==> src/rtl/lsag_pkg.sv <==
package lsag_pkg;

  typedef enum logic [1:0] {
    MODE_OFFSET = 2'd0,
    MODE_PRE_WB = 2'd1,
    MODE_POST   = 2'd2,
    MODE_RSVD   = 2'd3
  } lsMode_e;

  // Strobes from control to datapath
  typedef struct packed {
    logic load;         // capture a new request
    logic addrFromSum;  // address is base +/- offset (else raw base)
    logic wbEnable;     // request writes the base back
    logic subtract;     // offset is subtracted
    logic selReg;       // offset taken from the register path
  } ctlStrobes_t;

endpackage

==> src/rtl/lsag_ctrl.sv <==
module lsag_ctrl
  import lsag_pkg::*;
(
  input  logic        reqValid,
  input  logic [1:0]  modeSel,
  input  logic        upDown,
  input  logic        useRegOfs,
  output ctlStrobes_t strobes
);

  lsMode_e modeDec;

  always_comb begin
    modeDec = lsMode_e'(modeSel);
    strobes.load     = reqValid;
    strobes.subtract = ~upDown;
    strobes.selReg   = useRegOfs;
    case (modeDec)
      MODE_OFFSET: begin strobes.addrFromSum = 1'b1; strobes.wbEnable = 1'b0; end
      MODE_PRE_WB: begin strobes.addrFromSum = 1'b1; strobes.wbEnable = 1'b1; end
      MODE_POST:   begin strobes.addrFromSum = 1'b0; strobes.wbEnable = 1'b1; end
      default:     begin strobes.addrFromSum = 1'b1; strobes.wbEnable = 1'b0; end
    endcase
  end

endmodule

==> src/rtl/lsag_datapath.sv <==
module lsag_datapath
  import lsag_pkg::*;
#(
  parameter int ADDR_W = 32,
  parameter int IMM_W  = 12
) (
  input  logic              clk,
  input  logic              rstN,
  input  ctlStrobes_t       strobes,
  input  logic [ADDR_W-1:0] baseVal,
  input  logic [IMM_W-1:0]  immOfs,
  input  logic [ADDR_W-1:0] regOfs,
  output logic              accValid,
  output logic [ADDR_W-1:0] accAddr,
  output logic [ADDR_W-1:0] wbData,
  output logic              wbEn
);

  localparam int PAD_W = (ADDR_W > IMM_W) ? ADDR_W - IMM_W : 1;

  logic [ADDR_W-1:0] immExt;
  logic [ADDR_W-1:0] ofsSel;
  logic [ADDR_W-1:0] addend;
  logic [ADDR_W-1:0] carryIn;
  logic [ADDR_W-1:0] sum;

  generate
    if (ADDR_W > IMM_W) begin : gPad
      assign immExt = {{PAD_W{1'b0}}, immOfs};
    end else begin : gTrunc
      assign immExt = immOfs[ADDR_W-1:0];
    end
  endgenerate

  always_comb begin
    ofsSel  = strobes.selReg ? regOfs : immExt;
    addend  = strobes.subtract ? ~ofsSel : ofsSel;
    carryIn = {{(ADDR_W-1){1'b0}}, strobes.subtract};
    sum     = baseVal + addend + carryIn;
  end

  always_ff @(posedge clk or negedge rstN) begin
    if (!rstN) begin
      accValid <= 1'b0;
      accAddr  <= '0;
      wbData   <= '0;
      wbEn     <= 1'b0;
    end else begin
      accValid <= strobes.load;
      if (strobes.load) begin
        accAddr <= strobes.addrFromSum ? sum : baseVal;
        wbData  <= strobes.wbEnable ? sum : baseVal;
        wbEn    <= strobes.wbEnable;
      end else begin
        wbEn    <= 1'b0;
      end
    end
  end

  AST_WB_NEEDS_VALID: assert property (@(posedge clk) disable iff (!rstN)
    wbEn |-> accValid);

  AST_IDLE_HOLD: assert property (@(posedge clk) disable iff (!rstN)
    !strobes.load |=> ($stable(accAddr) && $stable(wbData) && !wbEn));

  AST_POST_RAW_BASE: assert property (@(posedge clk) disable iff (!rstN)
    (strobes.load && !strobes.addrFromSum) |=> (accAddr == $past(baseVal)));

endmodule

==> src/rtl/lsag_top.sv <==
module lsag_top
  import lsag_pkg::*;
#(
  parameter int ADDR_W = 32,
  parameter int IMM_W  = 12
) (
  input  logic              clk,
  input  logic              rstN,
  input  logic              reqValid,
  input  logic [1:0]        modeSel,
  input  logic              upDown,
  input  logic              useRegOfs,
  input  logic [ADDR_W-1:0] baseVal,
  input  logic [IMM_W-1:0]  immOfs,
  input  logic [ADDR_W-1:0] regOfs,
  output logic              accValid,
  output logic [ADDR_W-1:0] accAddr,
  output logic [ADDR_W-1:0] wbData,
  output logic              wbEn
);

  ctlStrobes_t strobes;

  lsag_ctrl uCtrl (
    .reqValid  (reqValid),
    .modeSel   (modeSel),
    .upDown    (upDown),
    .useRegOfs (useRegOfs),
    .strobes   (strobes)
  );

  lsag_datapath #(.ADDR_W(ADDR_W), .IMM_W(IMM_W)) uDp (
    .clk      (clk),
    .rstN     (rstN),
    .strobes  (strobes),
    .baseVal  (baseVal),
    .immOfs   (immOfs),
    .regOfs   (regOfs),
    .accValid (accValid),
    .accAddr  (accAddr),
    .wbData   (wbData),
    .wbEn     (wbEn)
  );

  AST_VALID_FOLLOWS: assert property (@(posedge clk) disable iff (!rstN)
    reqValid |=> accValid);

  AST_OFFSET_NO_WB: assert property (@(posedge clk) disable iff (!rstN)
    (reqValid && modeSel == 2'd0) |=> (!wbEn && wbData == $past(baseVal)));

  AST_RSVD_NO_WB: assert property (@(posedge clk) disable iff (!rstN)
    (reqValid && modeSel == 2'd3) |=> !wbEn);

  AST_PRE_MATCH: assert property (@(posedge clk) disable iff (!rstN)
    (reqValid && modeSel == 2'd1) |=> (wbEn && accAddr == wbData));

  AST_ZERO_OFS: assert property (@(posedge clk) disable iff (!rstN)
    (reqValid && !useRegOfs && immOfs == '0) |=> (accAddr == $past(baseVal)));

endmodule

==> config.mk <==
export PLATFORM = sky130hd
export DESIGN_NAME = lsag_top
export DESIGN_NICKNAME = d
export VERILOG_FILES = /design/src/rtl/lsag_pkg.sv /design/src/rtl/lsag_ctrl.sv /design/src/rtl/lsag_datapath.sv /design/src/rtl/lsag_top.sv
export SDC_FILE = /design/constraint.sdc
export NUM_CORES = 1
export LEC_CHECK = 0
export BUFFER_PORTS_ARGS = -buffer_cell sky130_fd_sc_hd__buf_2
export CORE_MARGIN = 2
export CORE_UTILIZATION = 45
export CTS_CLUSTER_DIAMETER = 100
export CTS_CLUSTER_SIZE = 30
export DETAILED_ROUTE_END_ITERATION = 16
export PLACE_DENSITY = 0.71
export REMOVE_ABC_BUFFERS = 1
export SYNTH_ARGS = -nofsm -noshare
export SYNTH_HDL_FRONTEND = slang
export SYNTH_SLANG_ARGS = --single-unit
==> constraint.sdc <==
create_clock -name clk -period 0.95 [get_ports clk]
set_input_delay 0.095 -clock clk [delete_from_list [all_inputs] [get_ports clk]]
set_output_delay 0.095 -clock clk [all_outputs]
set_load 0.02 [all_outputs]
==> metrics <==
failing checks=setup timing; Yosys top cell area share=31.5%; synthesized area=5240 um2; IO Pins=149; full die area=12500 um2; Worst Hold Class=input pin to flop; peak supply drop=1160 uV; leading area contributor after synthesis=dfrtp_1; largest net degree at the start of global routing=67; die height=112 um; WP data required=1.21 ns; RSZ-0062 raised after global routing=yes; vias in the first global route=6290; syn avg cell area=8.42 um2; gr ovfl total=0; crit-path max cell delay=0.42 ns; P_sw=0.00629 W; switching share of power=38.8%; synth warn=0; area grow syn2layout=73.3%; Period minus WS final=2.82 ns; top cells by instance count after synthesis=a21oi_1 (86), nor2_1 (81), dfrtp_1 (66); critical-path cell list=buf_12 -> buf_16 -> buf_4 -> mux2i_1 -> xnor2_1 -> ha_1 -> a21oi_1 -> o21ai_2 -> a211oi_2 -> and4b_4 -> o31ai_4 -> a221oi_2 -> buf_4 -> buf_6 -> xnor2_4 -> mux2i_1 -> a21oi_1; Combinational Power Share=56.6%; Reg power frac=24.3%; critical path class=input pin to flop; first-pass GRT wire length=29.7 mm; post-route ant nets=0; I/O Buffers=148; Total GRT Usage=29.2%; achievable frequency=355 MHz; synthesized instance count=622; CTS Root Cell=clkbuf_16; # H-tree levels=3; pre-CTS WS=-2.32 ns; max-slew violation count=0; CTS tree=done; worst path arrival time=3.08 ns; Max Cap Viol=0; DRC=0; Final period util=297%; count of final setup violators=125; Total Nets Final=1066; pwr/cell area=1790 nW/um2; Seq/Total Area, Yosys=31.5%; CP Capture Type=flop; top-count cell post-synth=a21oi_1; Critical Path Source Type=input pin; RD Place Congestion=0.892; Slowest cell on crit path=a221oi_2; First-pass DRT Iterations=5; DP HPWL=12.4 mm; Clk network pwr share=19.1%; share of cells above drive strength 1=48.0%; clock tree buffer depth=2; dominant synthesized flop cell=dfrtp_1; status=finished with violations; post-synth cell types=53; clock-pin slew on the worst setup and hold paths=0.05 ns; Clock Skews=0 ns; Skew-Pair Late Insertion Delay=0.34 ns; vias per cell=5.55; n_diodes=0; FF+latch count, synth=66; Via Count=6086; Routed WL=19.9 mm; crit-path max FO=5; die width=112 um; utilization after layout=79.9%; row cnt=39; Post-synth EDFFs=0; initial antenna violation count=0; P_int=0.00994 W; Core Area=11400 um2; FFs w/ async S/R, synth=100%; starting density of the core=46.1%; slew margin rel.=74.8%; final hold violations=0; post-route setup slack=-1.87 ns; DR iter-0 viols=383; wire per inst=18.1 um; ranking of synthesized cells by area=dfrtp_1 (32%), mux2i_1 (8.6%), a21oi_1 (8.2%), ha_1 (7.9%), xnor2_1 (7.7%); clock tree sinks=66; TritonCTS buffer count=9; cell leakage power=4.31 nW; Worst Max-Slew Pin Slew=0.378 ns
-- per-stage QoR --
stage	setup TNS, ns	total power [W]	instances	hold slack [ns]	instance area [um2]
after floorplan	-140.79	0.00741	584	-0.201	5090
after global placement	-112.04	0.0100	1024	0.135	7270
after detailed placement	-116.78	0.0102	1024	0.165	7270
after CTS	-85.21	0.0152	1070	0.0732	8670
after global routing	-100.63	0.0170	1096	0.107	9080
final	-92.52	0.0162	1096	0.0843	9080
-- layout by cell type, fill, tap and decap left out, types with 16 or more instances in the layout --
| cell | Yosys | routed |
|---|---|---|
| nand2_1 | 43 | 40 |
| buf_2 | 1 | 80 |
| dfrtp_1 | 66 | 66 |
| nand3_1 | 19 | 16 |
| buf_4 | 1 | 181 |
| mux2i_1 | 45 | 38 |
| buf_6 | 0 | 77 |
| a21oi_1 | 86 | 72 |
| ha_1 | 33 | 30 |
| inv_1 | 18 | 18 |
| nor2_1 | 81 | 80 |
| xnor2_1 | 46 | 36 |
-- layer usage --
| metal | GRT usage, % | up-vias | part of all wire, % |
|---|---|---|---|
| li1 | - | 2845 | - |
| met1 | 33.6 | 2913 | 39 |
| met2 | 53.8 | 257 | 52 |
| met3 | 5.01 | 71 | 5.0 |
| met4 | 11.4 | 0 | 4.0 |
| met5 | 0 | - | 0 |
-- power by group through the flow --
stage          Sequential, W  Clock, W  Combinational, W
2_1_floorplan        0.00458         0           0.00284
3_3_place_gp         0.00379         0           0.00625
6_report             0.00395   0.00309           0.00919
4_1_cts              0.00392   0.00302           0.00829
3_5_place_dp         0.00382         0           0.00640
5_1_grt              0.00400   0.00323           0.00974
-- critical path: cells and delay by family --
| family | cells | cell delay, ns |
|---|---|---|
| compound gates | 6 | 1.12 |
| fa+ha+maj | 1 | 0.32 |
| mux | 2 | 0.26 |
| simple gates | 1 | 0.31 |
| xor+xnor | 2 | 0.28 |
| buf+inv | 5 | 0.68 |
-- final timing paths --
path / startpoint / to / slack (ns) / cells past startpoint
max: useRegOfs / uDp.wbData[27] / -1.87 / 17
min: baseVal[21] / uDp.wbData[21] / 0.08 / 3
max reg2reg: uDp.wbData[26] / uDp.wbData[26] / -0.04 / 3
min reg2reg: uDp.wbData[19] / uDp.wbData[19] / 0.54 / 2
max in group asynchronous: rstN / uDp.wbEn / 0.32 / 3
min in group asynchronous: rstN / uDp.wbData[14] / 0.30 / 3
-- sequential cells by signal, summed over array words and instances, names as in the netlist --
signal and count:
uDp.accAddr 32, uDp.accValid 1, uDp.wbData 32, uDp.wbEn 1
-- what timing repair did --
| action | CTS | global route |
|---|---|---|
| resized for setup | 225 | 41 |
| pin swaps | 113 | 33 |
| hold buffers | 1 | 0 |
| endpoints found under the setup margin | 127 | 128 |
| buffers inserted | 33 | 30 |
| cloned | 1 | 0 |
| hold endpoints to repair | 66 | 0 |
-- kinds of logic after synthesis --
family          share of synthesized area, %
flops                                   31.5
buf+inv                                 4.18
fa+ha+maj                               8.26
compound gates                          19.2
xor+xnor                                9.86
simple gates                            16.8
mux                                     10.1
-- cell type report --
class                   count  area (um2)
fillers                   676        2290
clock inverters             3        17.5
inverters                  19        71.3
flip-flops and latches     66        1650
multi-input cells         499        3990
well taps                 143         179
repair buffers            354        2930
clock buffers              12         236
Note: power is estimated with default switching activity, not from simulation.
